`src/rtl/pred_retry_pkg.sv`:
```
package pred_retry_pkg;
  typedef enum logic [1:0] {ST_IDLE, ST_ISSUE, ST_WAIT} ctrl_state_t;

  typedef struct packed {
    logic loadFg;
    logic loadBg;
    logic stepDown;
    logic writeBack;
    logic pulseDone;
    logic pulseFail;
  } dp_cmd_t;
endpackage

```
`src/rtl/pred_retry_dp.sv`:
```
module pred_retry_dp
  import pred_retry_pkg::*;
#(
  parameter int NUM_BLOCKS = 8,
  parameter int PAGE_W = 6,
  parameter int REF_W = 8,
  parameter int CNT_W = 4,
  localparam int BLK_W = $clog2(NUM_BLOCKS)
) (
  input  logic             clk,
  input  logic             rstN,
  input  logic [REF_W-1:0] cfgDefaultRef,
  input  logic [REF_W-1:0] cfgStep,
  input  logic [CNT_W-1:0] cfgMaxRetry,
  input  dp_cmd_t          cmd,
  input  logic [BLK_W-1:0] reqBlock,
  input  logic [PAGE_W-1:0] reqPage,
  input  logic [BLK_W-1:0] bgBlock,
  output logic [BLK_W-1:0] curBlock,
  output logic [PAGE_W-1:0] curPage,
  output logic [REF_W-1:0] curRef,
  output logic [CNT_W-1:0] retryCnt,
  output logic             atLimit,
  output logic             doneQ,
  output logic             failQ
);
  logic [REF_W-1:0] predTab [NUM_BLOCKS];
  logic [REF_W-1:0] effStep;
  logic [REF_W-1:0] lowered;

  assign effStep = (cfgStep == '0) ? REF_W'(1) : cfgStep;
  assign lowered = (curRef > effStep) ? (curRef - effStep) : '0;
  assign atLimit = (retryCnt >= cfgMaxRetry);

  always_ff @(posedge clk) begin
    if (!rstN) begin
      for (int i = 0; i < NUM_BLOCKS; i++) predTab[i] <= cfgDefaultRef;
    end else if (cmd.writeBack) begin
      predTab[curBlock] <= curRef;
    end
  end

  always_ff @(posedge clk) begin
    if (!rstN) begin
      curBlock <= '0;
      curPage  <= '0;
      curRef   <= '0;
      retryCnt <= '0;
      doneQ    <= 1'b0;
      failQ    <= 1'b0;
    end else begin
      doneQ <= cmd.pulseDone;
      failQ <= cmd.pulseFail;
      if (cmd.loadFg) begin
        curBlock <= reqBlock;
        curPage  <= reqPage;
        curRef   <= predTab[reqBlock];
        retryCnt <= '0;
      end else if (cmd.loadBg) begin
        curBlock <= bgBlock;
        curPage  <= '0;
        curRef   <= predTab[bgBlock];
        retryCnt <= '0;
      end else if (cmd.stepDown) begin
        curRef   <= lowered;
        retryCnt <= retryCnt + CNT_W'(1);
      end
    end
  end
endmodule

```
`src/rtl/pred_retry_ctrl.sv`:
```
module pred_retry_ctrl
  import pred_retry_pkg::*;
#(
  parameter int NUM_BLOCKS = 8,
  localparam int BLK_W = $clog2(NUM_BLOCKS)
) (
  input  logic             clk,
  input  logic             rstN,
  input  logic             reqValid,
  input  logic             tick,
  input  logic             eccValid,
  input  logic             eccPass,
  input  logic             atLimit,
  output dp_cmd_t          cmd,
  output logic [BLK_W-1:0] bgBlock,
  output logic             readStrobe,
  output logic             reqReady,
  output logic             bgActive
);
  ctrl_state_t state, stateNxt;
  logic bgMode, bgModeNxt;
  logic bgPending;
  logic advBg;
  logic preempt;

  assign preempt    = (state == ST_ISSUE) && bgMode && reqValid;
  assign readStrobe = (state == ST_ISSUE) && !preempt;
  assign reqReady   = (state == ST_IDLE) || ((state == ST_ISSUE) && bgMode);
  assign bgActive   = bgPending;

  always_comb begin
    cmd       = '0;
    stateNxt  = state;
    bgModeNxt = bgMode;
    advBg     = 1'b0;
    unique case (state)
      ST_IDLE: begin
        if (reqValid) begin
          cmd.loadFg = 1'b1;
          bgModeNxt  = 1'b0;
          stateNxt   = ST_ISSUE;
        end else if (bgPending) begin
          cmd.loadBg = 1'b1;
          bgModeNxt  = 1'b1;
          stateNxt   = ST_ISSUE;
        end
      end
      ST_ISSUE: begin
        if (preempt) begin
          advBg      = 1'b1;
          cmd.loadFg = 1'b1;
          bgModeNxt  = 1'b0;
        end else begin
          stateNxt = ST_WAIT;
        end
      end
      ST_WAIT: begin
        if (eccValid) begin
          if (eccPass) begin
            stateNxt = ST_IDLE;
            if (bgMode) begin
              cmd.writeBack = 1'b1;
              advBg         = 1'b1;
            end else begin
              cmd.pulseDone = 1'b1;
            end
          end else if (atLimit) begin
            stateNxt = ST_IDLE;
            if (bgMode) advBg = 1'b1;
            else cmd.pulseFail = 1'b1;
          end else begin
            cmd.stepDown = 1'b1;
            stateNxt     = ST_ISSUE;
          end
        end
      end
      default: stateNxt = ST_IDLE;
    endcase
  end

  always_ff @(posedge clk) begin
    if (!rstN) begin
      state     <= ST_IDLE;
      bgMode    <= 1'b0;
      bgPending <= 1'b0;
      bgBlock   <= '0;
    end else begin
      state  <= stateNxt;
      bgMode <= bgModeNxt;
      if (advBg) begin
        if (bgBlock == BLK_W'(NUM_BLOCKS - 1)) begin
          bgPending <= 1'b0;
          bgBlock   <= '0;
        end else begin
          bgBlock <= bgBlock + BLK_W'(1);
        end
      end else if (tick && !bgPending) begin
        bgPending <= 1'b1;
        bgBlock   <= '0;
      end
    end
  end
endmodule

```
`src/rtl/pred_retry_top.sv`:
```
module pred_retry_top
  import pred_retry_pkg::*;
#(
  parameter int NUM_BLOCKS = 8,
  parameter int PAGE_W = 6,
  parameter int REF_W = 8,
  parameter int CNT_W = 4,
  localparam int BLK_W = $clog2(NUM_BLOCKS)
) (
  input  logic              clk,
  input  logic              rstN,
  input  logic [REF_W-1:0]  cfgDefaultRef,
  input  logic [REF_W-1:0]  cfgStep,
  input  logic [CNT_W-1:0]  cfgMaxRetry,
  input  logic              reqValid,
  input  logic [BLK_W-1:0]  reqBlock,
  input  logic [PAGE_W-1:0] reqPage,
  output logic              reqReady,
  input  logic              tick,
  input  logic              eccValid,
  input  logic              eccPass,
  output logic              readStrobe,
  output logic [BLK_W-1:0]  readBlock,
  output logic [PAGE_W-1:0] readPage,
  output logic [REF_W-1:0]  refLevel,
  output logic [CNT_W-1:0]  retryCount,
  output logic              done,
  output logic              fail,
  output logic              bgActive
);
  dp_cmd_t          cmd;
  logic [BLK_W-1:0] bgBlock;
  logic             atLimit;

  pred_retry_ctrl #(.NUM_BLOCKS(NUM_BLOCKS)) ctrl_i (
    .clk(clk), .rstN(rstN), .reqValid(reqValid), .tick(tick),
    .eccValid(eccValid), .eccPass(eccPass), .atLimit(atLimit),
    .cmd(cmd), .bgBlock(bgBlock), .readStrobe(readStrobe),
    .reqReady(reqReady), .bgActive(bgActive)
  );

  pred_retry_dp #(
    .NUM_BLOCKS(NUM_BLOCKS), .PAGE_W(PAGE_W), .REF_W(REF_W), .CNT_W(CNT_W)
  ) dp_i (
    .clk(clk), .rstN(rstN), .cfgDefaultRef(cfgDefaultRef), .cfgStep(cfgStep),
    .cfgMaxRetry(cfgMaxRetry), .cmd(cmd), .reqBlock(reqBlock), .reqPage(reqPage),
    .bgBlock(bgBlock), .curBlock(readBlock), .curPage(readPage), .curRef(refLevel),
    .retryCnt(retryCount), .atLimit(atLimit), .doneQ(done), .failQ(fail)
  );
endmodule

```
`config.mk`:
```
export PLATFORM = sky130hd
export DESIGN_NAME = pred_retry_top
export DESIGN_NICKNAME = d
export VERILOG_FILES = /design/src/rtl/pred_retry_pkg.sv /design/src/rtl/pred_retry_dp.sv /design/src/rtl/pred_retry_ctrl.sv /design/src/rtl/pred_retry_top.sv
export SDC_FILE = /design/constraint.sdc
export NUM_CORES = 1
export LEC_CHECK = 0
export BUFFER_PORTS_ARGS = -buffer_cell sky130_fd_sc_hd__buf_2
export CORE_UTILIZATION = 30
export CTS_CLUSTER_SIZE = 20
export DETAILED_ROUTE_END_ITERATION = 8
export GPL_TIMING_DRIVEN = 0
export SYNTH_ARGS = -nofsm -noshare
export SYNTH_HDL_FRONTEND = slang
export SYNTH_HIERARCHICAL = 1
export SYNTH_SLANG_ARGS = --single-unit
```
`constraint.sdc`:
```
create_clock -name clk -period 2.9 [get_ports clk]
set_clock_uncertainty 0.15 [all_clocks]
set_input_delay 0.58 -clock clk [delete_from_list [all_inputs] [get_ports clk]]
set_output_delay 0.58 -clock clk [all_outputs]
set_load 0.01 [all_outputs]
```
# Word-level counts from Yosys, hierarchy flattened
# Memory sizes are Yosys's and may differ from the RTL's. A register that Yosys moved wholly into a read port is not among the register bits.
# Index checks and enable logic that the tools add are counted.
[totals]
elab_cells = 102
mem_count = 1
reg_bits = 30
in_bits = 35
mem_bits_rw = 64
out_inout_bits = 26
[classes]
n_lt_le_gt_ge = 2
mux = 54
bitwise_logic = 4
n_addsub = 3
reduce_logical = 20
eq_ne = 8
[memory_table]
columns = ["name", "words", "width", "rd", "rd_clocked_by_memory_dff", "write_ports", "line_no", "rtl"]
rows = [
  ["dp_i.predTab", 8, 8, 2, 1, 8, "pred_retry_dp.sv:27", "logic [REF_W-1:0] predTab [NUM_BLOCKS];"],
]
[op_table]
columns = ["operator", "count"]
rows = [
  ["two-way mux 8 bit", 6],
  ["two-way mux 1 bit", 26],
  ["two-way mux 3 bit", 8],
  ["two-way mux 2 bit", 6],
  ["two-way mux 6 bit", 2],
  ["greater-than comparator 8 bit", 1],
  ["logical NOT 8 bit", 1],
  ["two-way mux 4 bit", 2],
  ["OR reduction 8 bit", 1],
  ["subtractor 8 bit", 1],
  ["inequality test 2 bit (second input constant)", 3],
  ["case mux 1 bit (2 select lines)", 3],
  ["case mux 2 bit (3 select lines)", 1],
  ["AND reduction 3 bit", 2],
  ["nonzero test 2 bit", 3],
  ["OR reduction 5 bit", 1],
  ["adder 4 x 1 -> 4 bit (second input constant)", 1],
  [">= comparator 4 bit", 1],
  ["logical AND 1 bit", 4],
  ["NOT 1 bit", 4],
  ["AND reduction 4 bit", 1],
  ["adder 3 x 1 -> 3 bit (second input constant)", 1],
  ["equality test 3 bit (second input constant)", 1],
  ["inequality test 3 x 2 -> 1 bit (second input constant)", 1],
  ["other kinds (9)", 10],
]

# Longest topological paths before layout
# Gate-level depths: netlist of run 1.
[depth]
word_depth = 10
mapped_depth = 15
depth_no_buf = 13

# By module
# The synthesis of run 1 kept the hierarchy.
[modules_own_cells]
columns = ["mod", "instances", "cells_per_inst", "seq_area_each_um2", "area_per_inst_um2"]
rows = [
  ["pred_retry_dp", 1, 418, 2382.3, 5328.9],
  ["pred_retry_ctrl", 1, 62, 140.1, 539.3],
]

# Worst setup path before layout of run 1
# Ideal clock, no wire load.
[synth_path]
path_kind = "input-to-reg"
start = "input port cfgMaxRetry[0]"
end = "register dp_i.curRef[6]"
required_time_ns = 2.613
cell_stages = 14
setup_slack_ns = -0.024
arrival_ns = 2.637
cell_sequence = "ha_1 nand2b_1 a21oi_1 nor2b_1 o21ai_0 nand2b_1 nor3_1 buf_2 or3_1 clkbuf_1 o21ai_0 a211oi_1 o211a_1 a211oi_1"
[synth_lines]
columns = ["element", "line_no", "rtl"]
rows = [
  ["from (decl)", "pred_retry_top.sv:14", "input logic [CNT_W-1:0] cfgMaxRetry,"],
  ["to (signal assigned)", "pred_retry_dp.sv:57", "curRef <= predTab[reqBlock];"],
  ["to (signal assigned)", "pred_retry_dp.sv:62", "curRef <= predTab[bgBlock];"],
  ["to (signal assigned)", "pred_retry_dp.sv:65", "curRef <= lowered;"],
  ["to (decl)", "pred_retry_dp.sv:21", "output logic [REF_W-1:0] curRef,"],
]

==> metrics.yaml, run 1 <==
status: "finished clean"
grt_overflow: 0
clk_pin_slew_worst_paths_ps: 60
slew_violations: 0
drt-initial-drc-count: 320
netlist_instances: 480
cellPowerDensity_nw_per_um2: 642
synth_area_per_cell_um2: 12.2
clock_latency_ps: 360
cts_buffer_depth: 2
yosysTopAreaCell: "edfxtp_1"
peakVddDrop_mv: 0.240
cts_tree: "built"
syn_area_um2: 5870
viasPerCell: 5.29
intPower_mw: 2.95
synthMuxAreaShare_pct: 26.8
worstPathRequired_ps: 2960
synth_fa_ha_area_share_pct: 4.61
port_buffers: 59
hold_depth: 3
grt_first_pass_wirelength_um: 25000
synth_seq_cells: 94
grt_max_degree: 17
hold_viol: 0
fin_crit_sh_pct: 97.8
max-cap-violations: 0
drc: 0
synth_top_cell_area_share_pct: 32.8
area_growth_pct: 18.5
crit_path_end_kind: "register"
hold_path_class: "input port to register"
synth_compound_area_share_pct: 10.9
numCtsBuffers: 9
seqPwrFrac_pct: 41.0
cp_data_arrival_time_ps: 2890
synth_top_family_by_area: "multiplexers"
crit_path_max_fanout: 10
worst_pin_slew_ps: 699
grt_pass1_vias: 4431
routabilityCongestion: 0.813
num_vias: 4358
setup_viol_count_final: 0
core.rowCount: 50
cts_root_buffer: "clkbuf_16"
worstSetupStartpointType: "register"
hpwl_um: 12200
die_w_um: 142
crit_type: "register to register"
synthTopCellsByArea: "edfxtp_1, mux2_2, dfxtp_1, mux4_2, ha_1"
initial_core_util_pct: 31.0
placed_area_um2: 6540
grt_use_total_pct: 16.9
final_nets: 615
power_frac_comb_pct: 30.3
yosys_warnings: 6
switching_share_pct: 33.9
yosys.area_share.simple_pct: 10.4
mappedNetlistNets: 536
synth-async-reset-ratio_pct: 0
drt_pass1_iterations: 4
ys_types: 59
ant_nets: 0
min_period_ps: 2840
routed_wl_um: 16400
io_pins: 61
clock-sinks: 94
synth_edf_count: 64
die_area_um2: 20100
seq_area_frac_synth_pct: 43.0
wl_per_cell_um: 19.9
drive_gt1_share_pct: 36.2
synth-main-ff-cell: "edfxtp_1"
r2r_cells: 15
max-slew-margin-rel_pct: 53.1
p_switching_mw: 1.51
fp.coreArea_um2: 19000
final_util_pct: 36.7
leakage_nw: 2.60
fmax_ghz: 0.353
power_frac_clock_pct: 28.8
n_antenna_cell: 0
antenna_found_initial: 0
synth_xor_area_share_pct: 0.896
stdcell_area_um2: 6950
h-tree-depth: 3
die_h_um: 142
report.power.total_mw: 4.46
## power groups by stage
| stage | Combinational, mW | Clock (mW) | Sequential, mW |
|---|---|---|---|
| 2_1_floorplan | 0.886 | 0 | 1.78 |
| 3_3_place_gp | 1.25 | 0 | 1.83 |
| 3_5_place_dp | 1.29 | 0 | 1.85 |
| 4_1_cts | 1.32 | 1.31 | 1.82 |
| 5_1_grt | 1.49 | 1.36 | 1.86 |
| 6_report | 1.35 | 1.28 | 1.83 |
## area by class of cell
| class | instances | area, um2 |
|---|---|---|
| Fill cell | 1836 | 12000 |
| Multi-Input combinational cell | 341 | 3180 |
| Sequential cell | 94 | 2530 |
| Timing Repair Buffer | 70 | 385 |
| Tap cell | 260 | 325 |
| Clock buffer | 9 | 225 |
| Buffer | 21 | 128 |
| Clock inverter | 7 | 93.8 |
| Inverter | 22 | 86.3 |
## state kept, by name, summed over array words and instances, names as in the netlist, 2 cells and up
register	count
ctrl_i/state	2
dp_i/predTab	64
dp_i/curPage	6
dp_i/curBlock	3
dp_i/curRef	8
dp_i/retryCnt	4
ctrl_i/bgBlock	3
## cells by family (layout without fill, tap and decap cells)
logic type / Yosys count / count (layout)
AOI/OAI and AO/OA: 90 / 90
xor gates and xnor gates: 6 / 6
adders and majority gates: 21 / 21
buffers and inverters: 45 / 129
DFF: 94 / 94
muxes: 113 / 113
and+or+nand+nor: 111 / 111
## synthesized netlist by cell type (4+ instances only)
cell	instances
edfxtp_1	64
mux2_2	63
dfxtp_1	30
o21ai_0	27
nand2_1	24
mux2i_1	23
inv_1	22
mux4_2	21
ha_1	20
a21oi_1	19
nor2_1	17
nor2b_1	12
nor3_1	10
clkbuf_1	9
a211oi_1	8
buf_2	8
nand2b_1	7
o211ai_1	7
a22oi_1	6
and3_1	6
mux4_1	6
nand3b_1	6
and2_1	4
nand3_1	4
nor3b_1	4
or3_1	4
xor2_1	4
## critical path, cell delays in order, from the launching register on
cell	delay, ps
dfxtp_4	370
inv_1	40
ha_1	250
nand2b_1	140
a21oi_1	140
nor2b_1	60
o21ai_1	110
nand2b_1	110
nor3_1	240
buf_4	180
or3_4	130
buf_6	130
o21ai_0	110
a211oi_2	280
o211a_1	190
a211oi_1	50
## repair_timing
item / in CTS / in global routing
buffers inserted: 0 / 5
resized for setup: 11 / 10
hold buffers: 0 / 0
setup endpoints to repair: 57 / 36
pin swaps: 0 / 2
## layer usage
metal	track usage, %	part of all wire, %	vias up
met4	5.72	2.5	0
met3	4.59	6.8	32
li1	-	-	2025
met5	0	0	-
met2	29.2	49	169
met1	20.2	42	2132
## path summary, 6_finish.rpt
| path | from | endpoint | slack (ps) |
|---|---|---|---|
| setup / recovery | dp_i/retryCnt[0] | dp_i/curRef[6] | 60 |
| hold / removal | reqPage[0] | dp_i/curPage[0] | 330 |
| setup reg to reg | dp_i/retryCnt[0] | dp_i/curRef[6] | 60 |
| hold reg to reg | ctrl_i/state[1] | ctrl_i/state[1] | 360 |
## cells in the final DEF, fill, tap and decap left out, types with 6 or more instances in the layout
cell        n
a22oi_1     6
nor3_1      9
o21ai_1     7
a211oi_1    7
mux4_2     21
o21ai_0    20
nand2_1    22
mux2_2     63
a21oi_1    19
clkbuf_16   9
dfxtp_1    29
inv_1      21
nand2b_1    7
o211ai_1    7
edfxtp_1   64
ha_1       20
clkbuf_1    6
nor2_2      6
nor2_1     11
and3_1      6
mux2i_1    23
nand3b_1    6
mux4_1      6
buf_4      13
buf_2      66
nor2b_1    12
## stage by stage
step           setup slack (ps)  cells  hold WS, ps  TNS [ps]
6_report                   64.7    824          333         0
5_1_grt                   -79.9    824          342      -103
4_1_cts                   -94.9    821          325     -94.9
3_5_place_dp               -525    805          344     -4210
3_3_place_gp               -420    799          331    -13110
2_1_floorplan              72.8    480          318         0
(Power assumes the default switching activity.)
==> run 2: changes to the inputs <==
--- a/config.mk
+++ b/config.mk
@@ -6,10 +6,12 @@
 export NUM_CORES = 1
 export LEC_CHECK = 0
 export BUFFER_PORTS_ARGS = -buffer_cell sky130_fd_sc_hd__buf_2
-export CORE_UTILIZATION = 30
+export CORE_UTILIZATION = 52
 export CTS_CLUSTER_SIZE = 20
 export DETAILED_ROUTE_END_ITERATION = 8
 export GPL_TIMING_DRIVEN = 0
+export HOLD_SLACK_MARGIN = 0.02
+export PLACE_DENSITY = 0.75
 export SYNTH_ARGS = -nofsm -noshare
 export SYNTH_HDL_FRONTEND = slang
 export SYNTH_HIERARCHICAL = 1
==> run 2 against run 1 <==
  * Sequential share of layout area rose by 0.95 points
  * Wire length fell by 6.2%
  * Final cell count fell by 15%
  * Via count rose by 3.6%
  * Combinational power barely moved
  * Critical path type unchanged
  * Largest power group unchanged
==> metrics.yaml, run 2 (synthesis gave the netlist of run 1 again) <==
drive_gt1_share_pct: 36.0
hold_end: "dp_i/curPage[3]"
hpwl_um: 10800
hold_path_class: "input port to register"
antenna_found_initial: 0
initial_core_util_pct: 53.7
min-delay-start: "reqPage[3]"
worstSetupStartpointType: "register"
peakVddDrop_mv: 0.325
hold_depth: 3
clk_pin_slew_worst_paths_ps: 70
min_period_ps: 2860
ant_nets: 0
die_area_um2: 11700
grt_use_total_pct: 26.7
die_w_um: 108
grt_first_pass_wirelength_um: 23000
leakage_nw: 2.59
crit_top_cell: "nand2b_1"
cp_top_family: "compound AO/OA/AOI/OAI gates"
mostFrequentLayoutCells: "buf_2, edfxtp_1, mux2_2, dfxtp_1, mux2i_1"
fmax_ghz: 0.350
timing.rr.start: "dp_i/retryCnt[0]"
drt_pass1_iterations: 6
cts_tree: "built"
crit_path_max_fanout: 10
num_vias: 4514
crit_type: "register to register"
die_h_um: 108
max-slew-margin-rel_pct: 40.7
final_util_pct: 61.9
wl_per_cell_um: 21.8
tns_ps: 0
status: "finished clean"
r2r_slack_ps: 40
crit_path_end_kind: "register"
cts_root_buffer: "clkbuf_16"
max-cap-violations: 0
routed_wl_um: 15400
reg_top3: "dp_i/predTab: 64 flops, dp_i/curRef: 8 flops, dp_i/curPage: 6 flops"
cellPowerDensity_nw_per_um2: 646
regMostFlops: "dp_i/predTab"
grt_pass1_vias: 4316
largest_register_ffs: 64
cts_buffer_depth: 2
grt_max_degree: 18
crit_buf_inv: 3
cp_data_arrival_time_ps: 2900
setup_viol_count_final: 0
routabilityCongestion: 0.841
fp.coreArea_um2: 10900
drc: 0
h-tree-depth: 3
worst_pin_slew_ps: 883
nFillCells: 863
numCtsBuffers: 9
seqCellArea_um2: 2520
viasPerCell: 6.41
r2r_cells: 15
slew_violations: 0
grt_overflow: 0
io_pins: 61
critPathMaxStageDelay_ps: 370
final_common_cell: "buf_2"
worstPathRequired_ps: 2950
multi_input_area_um2: 3180
drt-initial-drc-count: 432
port_buffers: 59
core.rowCount: 38
fin_crit_sh_pct: 98.4
n_antenna_cell: 0
area_growth_pct: 15.4
clock_latency_ps: 340
crit_slowest_cell: "dfxtp_2"
clock-sinks: 94
path_cells: "inv_1, ha_1, nand2b_1, a21oi_1, nor2b_1, o21ai_1, nand2b_1, nor3_2, buf_4, or3_1, buf_6, o21ai_0, a211oi_2, o211a_1, a211oi_1"
final_nets: 615
rr_endpoint: "dp_i/curRef[6]"
rsz0062_at_grt: "true"
hold_viol: 0
[run 2: changes by cell type in the layout (fill, tap and decap cells not counted), sizes merged]
cell      before  now
buf           84   83
bufinv         2    1
clkbuf        16   17
clkinv         3    2
clkinvlp       1    2
inv           23   24
[run 2: worst max-delay path by stage]
stage / slack (ps) / depth (start not counted) / to / start
finish: 40 / 15 / dp_i/curRef[6] / dp_i/retryCnt[0]
global route: -90 / 15 / dp_i/curRef[6] / dp_i/retryCnt[0]
CTS: -10 / 15 / dp_i/curRef[6] / dp_i/retryCnt[0]
detailed placement: -450 / 15 / dp_i/curRef[6] / cfgMaxRetry[0]
global placement: -430 / 15 / dp_i/curRef[6] / cfgMaxRetry[0]
floorplan: 70 / 14 / dp_i/curRef[6] / cfgMaxRetry[0]
[run 2: worst register-to-register path, cell delays in order (launching register included)]
cell,delay (ps)
dfxtp_2,370
inv_1,50
ha_1,250
nand2b_1,140
a21oi_1,160
nor2b_1,60
o21ai_1,110
nand2b_1,130
nor3_2,200
buf_4,170
or3_1,140
buf_6,150
o21ai_0,110
a211oi_2,290
o211a_1,190
a211oi_1,50
[run 2: timing repair]
action                                  in CTS  in global routing
endpoints found under the setup margin      17                 56
hold endpoints to repair                     0                  0
hold buffers                                 0                  0
resized for setup                            6                 12
buffers inserted                             0                  4
pin swaps                                    0                  1
[run 2: metrics by stage]
stage	std cells	setup WS [ps]	total power, mW	cell area (um2)	hold WS, ps
6_report	704	45.0	4.37	6770	345
3_5_place_dp	685	-455	3.11	6380	356
2_1_floorplan	480	72.8	2.67	5870	318
4_1_cts	701	-14.9	4.33	6710	338
5_1_grt	704	-91.4	4.58	6770	346
3_3_place_gp	679	-434	3.06	6340	336
[run 2: final cells by class]
class | count | share of cell area [%]
plain buffers | 22 | 1.94
clock buffers | 9 | 3.33
clock inverters | 7 | 1.22
inverters | 22 | 1.22
multi-input cells | 341 | 47.0
flip-flops and latches | 94 | 37.3
well taps | 140 | 2.59
repair buffers | 69 | 5.47
[run 2: report_power, final]
| part | internal, mW | switching, mW |
|---|---|---|
| sequential | 1.60 | 0.227 |
| clock | 0.681 | 0.529 |
| combinational | 0.588 | 0.749 |
[run 2: layer usage]
metal / global-route usage [%] / vias to the layer above / wire, um / part of all wire (%)
met3: 5.73 / 45 / 1480 / 9.7
met2: 44.2 / 264 / 7160 / 47
met1: 34.9 / 2176 / 6280 / 41
li1: - / 2029 / - / -
met5: 0 / - / 0 / 0
met4: 8.61 / 0 / 425 / 2.8
